### config.mk
export PLATFORM = sky130hd
export DESIGN_NAME = xlat_walker
export DESIGN_NICKNAME = d
export VERILOG_FILES = /design/src/rtl/xlat_pkg.sv /design/src/rtl/xlat_addr_gen.sv /design/src/rtl/xlat_perm_check.sv /design/src/rtl/xlat_walker.sv
export SDC_FILE = /design/constraint.sdc
export NUM_CORES = 1
export LEC_CHECK = 0
export ABC_AREA = 0
export BUFFER_PORTS_ARGS = -buffer_cell sky130_fd_sc_hd__buf_2
export CAP_MARGIN = 40
export CORE_MARGIN = 2
export CORE_UTILIZATION = 45
export CTS_CLUSTER_DIAMETER = 40
export DETAILED_ROUTE_END_ITERATION = 8
export GPL_ROUTABILITY_DRIVEN = 0
export PLACE_DENSITY = 0.7
export SLEW_MARGIN = 30
export SYNTH_ARGS = -nofsm -noshare
export SYNTH_HDL_FRONTEND = slang
export SYNTH_SLANG_ARGS = --single-unit
export TNS_END_PERCENT = 30
### constraint.sdc
create_clock -name clk -period 4.43 [get_ports clk]
set_clock_uncertainty 0.1 [all_clocks]
set_input_delay 0.443 -clock clk [delete_from_list [all_inputs] [get_ports clk]]
set_output_delay 0.443 -clock clk [all_outputs]
set_load 0.02 [all_outputs]
### src/rtl/xlat_pkg.sv
package xlat_pkg;
  localparam int unsigned BIT_PRESENT  = 0;
  localparam int unsigned BIT_WRITE    = 1;
  localparam int unsigned BIT_USER     = 2;
  localparam int unsigned BIT_ACCESSED = 5;
  localparam int unsigned BIT_DIRTY    = 6;
  localparam int unsigned FCODE_W      = 3;

  typedef enum logic [3:0] {
    S_IDLE,
    S_DIR_RD,
    S_DIR_WAIT,
    S_DIR_CHK,
    S_DIR_WB,
    S_DIR_WBW,
    S_TBL_RD,
    S_TBL_WAIT,
    S_TBL_CHK,
    S_TBL_WB,
    S_TBL_WBW,
    S_RESP
  } walk_state_e;
endpackage

### src/rtl/xlat_addr_gen.sv
module xlat_addr_gen #(
  parameter int unsigned VA_W  = 32,
  parameter int unsigned OFF_W = 12,
  parameter int unsigned IDX_W = 10,
  localparam int unsigned FRAME_W = VA_W - OFF_W
) (
  input  logic [FRAME_W-1:0] dir_frame,
  input  logic [FRAME_W-1:0] tbl_frame,
  input  logic [FRAME_W-1:0] page_frame,
  input  logic [VA_W-1:0]    vaddr,
  output logic [VA_W-1:0]    dir_entry_addr,
  output logic [VA_W-1:0]    tbl_entry_addr,
  output logic [VA_W-1:0]    phys_addr
);
  // word-sized entries: index scaled by four inside a 4 KB-aligned frame
  function automatic logic [VA_W-1:0] entry_addr(input logic [FRAME_W-1:0] frame,
                                                 input logic [IDX_W-1:0]   idx);
    return {frame, {OFF_W{1'b0}}} + VA_W'({idx, 2'b00});
  endfunction

  function automatic logic [VA_W-1:0] join_frame(input logic [FRAME_W-1:0] frame,
                                                 input logic [OFF_W-1:0]   off);
    return {frame, off};
  endfunction

  logic [IDX_W-1:0] dir_idx;
  logic [IDX_W-1:0] tbl_idx;
  logic [OFF_W-1:0] page_off;

  assign dir_idx  = vaddr[VA_W-1 -: IDX_W];
  assign tbl_idx  = vaddr[OFF_W +: IDX_W];
  assign page_off = vaddr[OFF_W-1:0];

  assign dir_entry_addr = entry_addr(dir_frame, dir_idx);
  assign tbl_entry_addr = entry_addr(tbl_frame, tbl_idx);
  assign phys_addr      = join_frame(page_frame, page_off);
endmodule

### src/rtl/xlat_perm_check.sv
module xlat_perm_check
  import xlat_pkg::*;
#(
  parameter int unsigned ENTRY_W = 32
) (
  input  logic [ENTRY_W-1:0] entry,
  input  logic               is_write,
  input  logic               is_user,
  input  logic               is_leaf,
  output logic               not_present,
  output logic               prot_viol,
  output logic [ENTRY_W-1:0] upd_entry,
  output logic               need_wb
);
  logic deny_write;
  logic deny_user;
  logic [ENTRY_W-1:0] set_mask;

  assign deny_write  = is_write & ~entry[BIT_WRITE];
  assign deny_user   = is_user  & ~entry[BIT_USER];
  assign not_present = ~entry[BIT_PRESENT];
  assign prot_viol   = entry[BIT_PRESENT] & (deny_write | deny_user);

  always_comb begin
    set_mask = '0;
    set_mask[BIT_ACCESSED] = 1'b1;
    set_mask[BIT_DIRTY]    = is_leaf & is_write;
  end

  assign upd_entry = entry | set_mask;
  assign need_wb   = (upd_entry != entry);
endmodule

### src/rtl/xlat_walker.sv
module xlat_walker
  import xlat_pkg::*;
#(
  parameter int unsigned VA_W  = 32,
  parameter int unsigned OFF_W = 12,
  parameter int unsigned IDX_W = 10,
  localparam int unsigned FRAME_W = VA_W - OFF_W
) (
  input  logic               clk,
  input  logic               rst_n,
  input  logic               xlat_en,
  input  logic               base_load,
  input  logic [FRAME_W-1:0] base_frame,
  input  logic               req_valid,
  output logic               req_ready,
  input  logic [VA_W-1:0]    req_vaddr,
  input  logic               req_write,
  input  logic               req_user,
  output logic               rsp_valid,
  input  logic               rsp_ready,
  output logic [VA_W-1:0]    rsp_paddr,
  output logic               rsp_fault,
  output logic [FCODE_W-1:0] rsp_fcode,
  output logic [VA_W-1:0]    fault_addr,
  output logic               mem_req,
  output logic               mem_we,
  output logic [VA_W-1:0]    mem_addr,
  output logic [VA_W-1:0]    mem_wdata,
  input  logic               mem_rvalid,
  input  logic [VA_W-1:0]    mem_rdata
);
  walk_state_e state_q;

  logic [FRAME_W-1:0] base_q;
  logic [VA_W-1:0]    va_q;
  logic               wr_q;
  logic               usr_q;
  logic [VA_W-1:0]    pde_q;
  logic [VA_W-1:0]    pte_q;
  logic [VA_W-1:0]    rsp_paddr_q;
  logic               rsp_fault_q;
  logic [FCODE_W-1:0] rsp_code_q;
  logic [VA_W-1:0]    fault_addr_q;

  // named internal events
  logic               is_leaf;
  logic               in_check;
  logic               req_fire;
  logic               ev_np;
  logic               ev_prot;
  logic               ev_fault;
  logic               need_wb;
  logic [VA_W-1:0]    upd_entry;
  logic [VA_W-1:0]    chk_entry;
  logic [VA_W-1:0]    dir_entry_addr;
  logic [VA_W-1:0]    tbl_entry_addr;
  logic [VA_W-1:0]    phys_addr;

  assign is_leaf   = (state_q inside {S_TBL_RD, S_TBL_WAIT, S_TBL_CHK, S_TBL_WB, S_TBL_WBW});
  assign in_check  = (state_q == S_DIR_CHK) || (state_q == S_TBL_CHK);
  assign chk_entry = is_leaf ? pte_q : pde_q;
  assign req_ready = (state_q == S_IDLE);
  assign req_fire  = req_valid && req_ready;
  assign ev_fault  = in_check && (ev_np || ev_prot);

  xlat_addr_gen #(.VA_W(VA_W), .OFF_W(OFF_W), .IDX_W(IDX_W)) u_addr (
    .dir_frame      (base_q),
    .tbl_frame      (pde_q[VA_W-1:OFF_W]),
    .page_frame     (pte_q[VA_W-1:OFF_W]),
    .vaddr          (va_q),
    .dir_entry_addr (dir_entry_addr),
    .tbl_entry_addr (tbl_entry_addr),
    .phys_addr      (phys_addr)
  );

  xlat_perm_check #(.ENTRY_W(VA_W)) u_perm (
    .entry       (chk_entry),
    .is_write    (wr_q),
    .is_user     (usr_q),
    .is_leaf     (is_leaf),
    .not_present (ev_np),
    .prot_viol   (ev_prot),
    .upd_entry   (upd_entry),
    .need_wb     (need_wb)
  );

  assign mem_req   = (state_q inside {S_DIR_RD, S_DIR_WB, S_TBL_RD, S_TBL_WB});
  assign mem_we    = (state_q == S_DIR_WB) || (state_q == S_TBL_WB);
  assign mem_addr  = is_leaf ? tbl_entry_addr : dir_entry_addr;
  assign mem_wdata = upd_entry;

  assign rsp_valid  = (state_q == S_RESP);
  assign rsp_paddr  = rsp_paddr_q;
  assign rsp_fault  = rsp_fault_q;
  assign rsp_fcode  = rsp_code_q;
  assign fault_addr = fault_addr_q;

  always_ff @(posedge clk or negedge rst_n) begin
    if (!rst_n) begin
      state_q      <= S_IDLE;
      base_q       <= '0;
      va_q         <= '0;
      wr_q         <= 1'b0;
      usr_q        <= 1'b0;
      pde_q        <= '0;
      pte_q        <= '0;
      rsp_paddr_q  <= '0;
      rsp_fault_q  <= 1'b0;
      rsp_code_q   <= '0;
      fault_addr_q <= '0;
    end else begin
      if (base_load) base_q <= base_frame;
      case (state_q)
        S_IDLE: begin
          if (req_valid) begin
            va_q  <= req_vaddr;
            wr_q  <= req_write;
            usr_q <= req_user;
            if (!xlat_en) begin
              rsp_paddr_q <= req_vaddr;
              rsp_fault_q <= 1'b0;
              rsp_code_q  <= '0;
              state_q     <= S_RESP;
            end else begin
              state_q <= S_DIR_RD;
            end
          end
        end
        S_DIR_RD:   state_q <= S_DIR_WAIT;
        S_DIR_WAIT: begin
          if (mem_rvalid) begin
            pde_q   <= mem_rdata;
            state_q <= S_DIR_CHK;
          end
        end
        S_DIR_CHK: begin
          if (ev_fault) begin
            rsp_fault_q  <= 1'b1;
            rsp_code_q   <= {usr_q, wr_q, ev_prot};
            fault_addr_q <= va_q;
            state_q      <= S_RESP;
          end else if (need_wb) begin
            state_q <= S_DIR_WB;
          end else begin
            state_q <= S_TBL_RD;
          end
        end
        S_DIR_WB:  state_q <= S_DIR_WBW;
        S_DIR_WBW: if (mem_rvalid) state_q <= S_TBL_RD;
        S_TBL_RD:  state_q <= S_TBL_WAIT;
        S_TBL_WAIT: begin
          if (mem_rvalid) begin
            pte_q   <= mem_rdata;
            state_q <= S_TBL_CHK;
          end
        end
        S_TBL_CHK: begin
          if (ev_fault) begin
            rsp_fault_q  <= 1'b1;
            rsp_code_q   <= {usr_q, wr_q, ev_prot};
            fault_addr_q <= va_q;
            state_q      <= S_RESP;
          end else if (need_wb) begin
            state_q <= S_TBL_WB;
          end else begin
            rsp_paddr_q <= phys_addr;
            rsp_fault_q <= 1'b0;
            rsp_code_q  <= '0;
            state_q     <= S_RESP;
          end
        end
        S_TBL_WB: state_q <= S_TBL_WBW;
        S_TBL_WBW: begin
          if (mem_rvalid) begin
            rsp_paddr_q <= phys_addr;
            rsp_fault_q <= 1'b0;
            rsp_code_q  <= '0;
            state_q     <= S_RESP;
          end
        end
        S_RESP:  if (rsp_ready) state_q <= S_IDLE;
        default: state_q <= S_IDLE;
      endcase
    end
  end

  // a strobe is always followed by a wait cycle, never a second access
  p_single_access_r1: assert property (@(posedge clk) disable iff (!rst_n)
    mem_req |=> !mem_req);

  // a protection event is only reported for an entry that was present
  p_prot_needs_present_r4: assert property (@(posedge clk) disable iff (!rst_n)
    (in_check && ev_prot) |-> chk_entry[BIT_PRESENT]);

  // any fault found while checking becomes a faulting response next cycle
  p_fault_responds_r3: assert property (@(posedge clk) disable iff (!rst_n)
    ev_fault |=> (rsp_valid && rsp_fault));

  // fault address matches the request being answered
  p_fault_addr_r6: assert property (@(posedge clk) disable iff (!rst_n)
    (rsp_valid && rsp_fault) |-> (fault_addr == va_q));

  // the dirty bit only goes into memory on behalf of a write request
  p_dirty_on_write_r8: assert property (@(posedge clk) disable iff (!rst_n)
    (mem_req && mem_we && is_leaf && mem_wdata[BIT_DIRTY] && !pte_q[BIT_DIRTY]) |-> wr_q);

  // pass-through answers in the next cycle with the same address
  p_bypass_r9: assert property (@(posedge clk) disable iff (!rst_n)
    (req_fire && !xlat_en) |=> (rsp_valid && !rsp_fault && rsp_paddr == $past(req_vaddr)));

  // a stalled response holds still
  p_rsp_hold_r11: assert property (@(posedge clk) disable iff (!rst_n)
    (rsp_valid && !rsp_ready) |=> (rsp_valid && $stable(rsp_paddr) &&
                                   $stable(rsp_fault) && $stable(rsp_fcode)));
endmodule

# Word-level counts from Yosys, hierarchy flattened
# Cells that the tools add are included.
# Widths: inputs -> output; s select.
[op_classes]
addsub = 2
muxes = 34
n_bitwise = 9
reduce_logical = 17
n_eq_ne = 23
[ops]
columns = ["cell", "count"]
rows = [
  ["$mux 32", 7],
  ["$pmux 32 s3", 1],
  ["$add 32x12->32", 2],
  ["$pmux 4 s12", 1],
  ["$mux 4", 8],
  ["$ne 32x32->1", 1],
  ["$or 32x7->32", 1],
  ["$mux 3", 6],
  ["$ne 2x2->1 const B", 9],
  ["$reduce_and 6->1", 3],
  ["$eq 4x3->1 const B", 4],
  ["$eq 4x4->1 const B", 4],
  ["$pmux 3 s4", 1],
  ["$eq 4x2->1 const B", 2],
  ["$reduce_and 2->1", 4],
  ["$reduce_bool 4->1", 2],
  ["$mux 1", 6],
  ["$mux 2", 3],
  ["$reduce_bool 5->1", 1],
  ["$and 1x1->1", 4],
  ["$eq 4x1->1 const B", 1],
  ["$logic_not 4->1", 1],
  ["$pmux 1 s4", 1],
  ["$logic_or 1x1->1", 3],
  ["other kinds (7)", 9],
]
[totals]
output_inout_bits = 136
ff_bits = 190

# Longest topological paths before layout
[logic_depth]
depth_word = 11
depth_mapped = 10

# By module
# Synthesis repeated with hierarchy kept, for this count alone.
[hier_totals]
hier_cells = 744
area_unflattened_um2 = 9424.0
[by_module_without_submodules]
columns = ["mod", "n_inst", "cells_each", "area_per_inst_um2", "seq_area_each_um2"]
rows = [
  ["xlat_walker", 1, 608, 8423.1, 4754.6],
  ["xlat_addr_gen", 1, 97, 724.4, 0.0],
  ["xlat_perm_check", 1, 39, 276.5, 0.0],
]

# Worst setup path after synthesis
# OpenSTA, ideal clock, no wires.
[synth_timing]
kind = "register -> register"
startpoint = "reg state_q[3]"
endpoint = "reg va_q[10]"
setup_slack_ns = 1.770
setup_time_ns = 0.125
synth_period_minus_slack_ns = 2.660
required_ns = 4.205
path_stages_with_launch = 8
arrival_ns = 2.435
path_buffers = 4
path_cell_list = "dfrtp_1 > buf_6 > buf_4 > buf_2 > nor4_1 > nand2_1 > buf_2 > mux2_2"
[synth_via]
elab_chain_len = 2
[synth_rtl]
columns = ["item", "line_no", "text"]
rows = [
  ["start: declaration", "xlat_walker.sv:32", "walk_state_e state_q;"],
  ["start signal: assignment", "xlat_walker.sv:100", "state_q <= S_IDLE;"],
  ["start signal: assignment", "xlat_walker.sv:123", "state_q <= S_RESP;"],
  ["start signal: assignment", "xlat_walker.sv:125", "state_q <= S_DIR_RD;"],
  ["$logic_not 4->1", "-", ""],
  ["net req_ready", "xlat_walker.sv:15", "output logic req_ready,"],
  ["$reduce_and 2->1 (no line)", "-", ""],
  ["end signal: assignment", "xlat_walker.sv:116", "va_q <= req_vaddr;"],
  ["end: declaration", "xlat_walker.sv:35", "logic [VA_W-1:0] va_q;"],
]
# The timed path passes the listed nets, and every way through them passes these cells.
# A chain may end at the register's enable or synchronous reset.

# Worst setup path in the final report
[layout_timing]
startpoint = "reg state_q[1]"
endpoint = "out mem_wdata[15]"
[layout_via]
elab_chain_len = 4
elab_cells_between_ends = 8
classes_between = "eq/ne (5); mux (1); bitwise (1); reduce/logical (1)"
[layout_rtl]
columns = ["item", "line_no", "text"]
rows = [
  ["$eq 4x3->1 / $eq 4x4->1 (equally long branches)", "xlat_walker.sv:59", "assign is_leaf = (state_q inside {S_TBL_RD, S_TBL_WAIT, S_TBL_CHK, S_TBL_WB, S_TBL_WBW});"],
  ["$reduce_bool 5->1 (*)", "xlat_walker.sv:59", ""],
  ["$mux 32 (*)", "xlat_walker.sv:61", "assign chk_entry = is_leaf ? pte_q : pde_q;"],
  ["$or 32x7->32 (*)", "xlat_perm_check.sv:30", "assign upd_entry = entry | set_mask;"],
  ["end: declaration", "xlat_walker.sv:28", "output logic [VA_W-1:0] mem_wdata,"],
]
# Every way passes the cells marked *; elsewhere a longest branch is shown, timed or not.

==> summary.md <==
| Metric | Value |
|---|---|
| WP data arrival | 3.00 ns |
| Initial antenna violation count | 1 |
| CP Launch Type | flip-flop |
| Share of cells above drive strength 1 | 0.652 |
| Final-report max-slew violation count | 0 |
| Congestion Overflow GR | 0 |
| CTS tree | built |
| Area of the multi-input gates | 0.00383 mm² |
| Most common cell in the synthesized netlist | mux2_2 |
| CTS hold repair buffers | 1 |
| Status | finished clean |
| Area contributors post-synth | dfrtp_1 (54%), mux2_2 (31%), mux2_4 (4.4%) |
| Htree depth | 4 |
| Minimum clock period | 3.54 ns |
| Reg2reg start | state_q[2] |
| Synth warn | 0 |
| Mean routed wirelength per cell | 18.9 µm |
| Synth cell count leaders | mux2_2 (242), dfrtp_1 (190), mux2_4 (26) |
| Chip Width | 144 µm |
| HP Class | in2reg |
| CP top delay family | flip-flops |
| Fillers | 1636 |
| Port Buffer Count | 225 |
| Total CTS buffers | 17 |
| Setup crit start | state_q[1] |
| Largest family of logic cells by synthesized area | multiplexers |
| DPL Wire Length | 14300 µm |
| Via count | 5718 |
| Synth Area in Simple Gates | 0.0353 |
| Core area | 0.0193 mm² |
| Area leader, netlist | dfrtp_1 |
| Min Hold Slack | 0.143 ns |
| CP Buf/Inv Count | 3 |
| Compound-Gate Fraction of Synth Area | 0.0383 |
| Clk slew on worst S/H paths | 0.08 ns |
| Synthesized cell area | 0.00882 mm² |
| Initial Utilization | 0.456 |
| CTS Root Cell | clkbuf_16 |
| CP cell instances | nand2_1 -> a22oi_2 -> buf_4 -> buf_12 -> mux2_2 -> buf_2 |
| Setup TNS Final | 0 ns |
| Least-Margin Pin Slew | 0.817 ns |
| Vias in the first global route | 5876 |
| Detailed Route Iter0 Violations | 257 |
| LEAKAGE | 5.28 nW |
| Crit Path Max Fanout | 42 |
| Post-synthesis mux area share | 0.357 |
| RSZ-0062 raised after global routing | false |
| # diodes | 0 |
| DIE HEIGHT | 144 µm |
| Largest net degree at the start of global routing | 85 |
| CP Class | reg2out |
| Max Clock Freq | 282 MHz |
| Die Footprint | 0.0207 mm² |
| Syn Area/Cell | 14.5 µm² |
| Post-route ant nets | 0 |
| Maximum vdd ir drop | 0.457 mV |
| Post-route clock period utilization | 0.800 |
| Register area | 0.00475 mm² |
| Post CTS Setup Buffer Count | 0 |
| First-pass GRT wire length | 32400 µm |
| Distinct cells, synth | 49 |
| Maxcap violations | 0 |
| Clk Latency, worst-skew pair | 0.42 ns |
| Layout area overhead | 22.7% |
| Slew margin rel. | 0.452 |
| Vias/cell | 5.18 |
| Hold wc startpoint | base_frame[1] |
| Nets | 918 |
| Clock buffer depth | 2 |
| Power density over the cells | 897 mW/mm² |
| Post-synth ARST share | 1.00 |
| Final hold violations | 0 |
| Final setup violation count | 0 |
| Drt drc | 0 |
| # IOs | 229 |
| Placement Rows | 51 |
| Crit. End Element | output port |
| Required @ worst endpoint | 3.89 ns |
| Post-synth EDFFs | 0 |
| Clock Sink Count | 190 |
| Slowest CP cell | dfrtp_1 |
| Synthesized-area fraction occupied by adder cells | 0 |
| Register bit count reported by yosys | 190 |
| Synth Area in XOR/XNOR | 0 |
| DRT Pass-1 Iters | 4 |
| Drt total wl | 20900 µm |
| Dominant synthesized flop cell | dfrtp_1 |
| Cells after Synth | 609 |
| Seq/Total Area, Yosys | 0.539 |
| Post-synth top area share | 0.539 |
| Gr usage total | 0.205 |
| Crit path largest cell delay | 0.85 ns |
| Post-CTS resize count | 0 |
metrics by stage:
| step | area, µm² | util | setup slack (ns) | total power [mW] | std cells |
|---|---|---|---|---|---|
| detailed placement | 10200 | 0.526 | 1.12 | 8.17 | 1068 |
| floorplan | 8820 | - | 1.77 | 6.81 | 610 |
| global route | 10800 | 0.560 | 0.683 | 10.3 | 1103 |
| finish | 10800 | 0.560 | 0.887 | 9.71 | 1103 |
| CTS | 10800 | 0.558 | 0.769 | 9.76 | 1101 |
| global placement | 10200 | 0.525 | 1.14 | 8.07 | 1067 |
cell families (layout without fill, tap and decap cells):
| logic type | Yosys count | count (layout) |
|---|---|---|
| buffers and inverters | 45 | 273 |
| multiplexers | 271 | 271 |
| other | 2 | 3 |
| flip-flops | 190 | 190 |
| AO/OA/AOI/OAI | 45 | 45 |
| AND/OR/NAND/NOR | 56 | 56 |
metal layers:
metal,GRT usage,vias up,part of all wire
met3,0.0609,28,0.067
met1,0.266,2865,0.44
li1,-,2645,-
met4,0.0717,0,0.022
met5,0,-,0
met2,0.329,180,0.47
power by group:
| part | internal, mW | switching [mW] | leakage, nW | total (mW) |
|---|---|---|---|---|
| logic | 2.44 | 2.59 | 2.64 | 5.03 |
| clock network | 0.858 | 0.692 | 0.283 | 1.55 |
| registers | 2.52 | 0.601 | 2.35 | 3.12 |
| total | 5.82 | 3.89 | 5.28 | 9.71 |
worst paths after layout:
check | endpoint | slack, ns | depth (start not counted)
setup / recovery | mem_wdata[15] | 0.89 | 6
hold / removal | base_q[1] | 0.14 | 2
setup reg to reg | rsp_paddr[27] | 1.11 | 7
hold reg to reg | rsp_paddr[10] | 0.39 | 1
max in group asynchronous | va_q[8] | 2.81 | 3
min in group asynchronous | base_q[15] | 0.51 | 2
area by class of cell:
cell class / instances / share of cell area
inverters: 4 / 0.00139
clock buffers: 18 / 0.0406
clock inverters: 14 / 0.0146
well taps: 265 / 0.0306
multi-input cells: 375 / 0.354
flip-flops and latches: 190 / 0.439
repair buffers: 237 / 0.119
registers in the layout, indices dropped and copies added, names as in the netlist:
register	count
base_q	20
rsp_paddr	32
pte_q	32
rsp_fault	1
wr_q	1
fault_addr	32
state_q	4
pde_q	32
usr_q	1
rsp_fcode	3
va_q	32
cells in the final DEF (no fill, tap or decap), types with 3 or more instances in the layout:
| cell type | instances |
|---|---|
| nor2b_1 | 4 |
| o21ai_0 | 9 |
| nor3_1 | 3 |
| mux2_2 | 242 |
| nand4_1 | 5 |
| clkinvlp_4 | 4 |
| a211o_1 | 3 |
| buf_4 | 6 |
| nand4b_1 | 3 |
| clkbuf_16 | 17 |
| nor2_1 | 12 |
| buf_2 | 224 |
| a21oi_1 | 7 |
| mux2_1 | 3 |
| dfrtp_1 | 190 |
| inv_1 | 4 |
| nand2_1 | 13 |
| buf_12 | 3 |
| mux2_4 | 26 |
| a32o_1 | 3 |
| conb_1 | 3 |
Power figures use the tool's default switching activity.
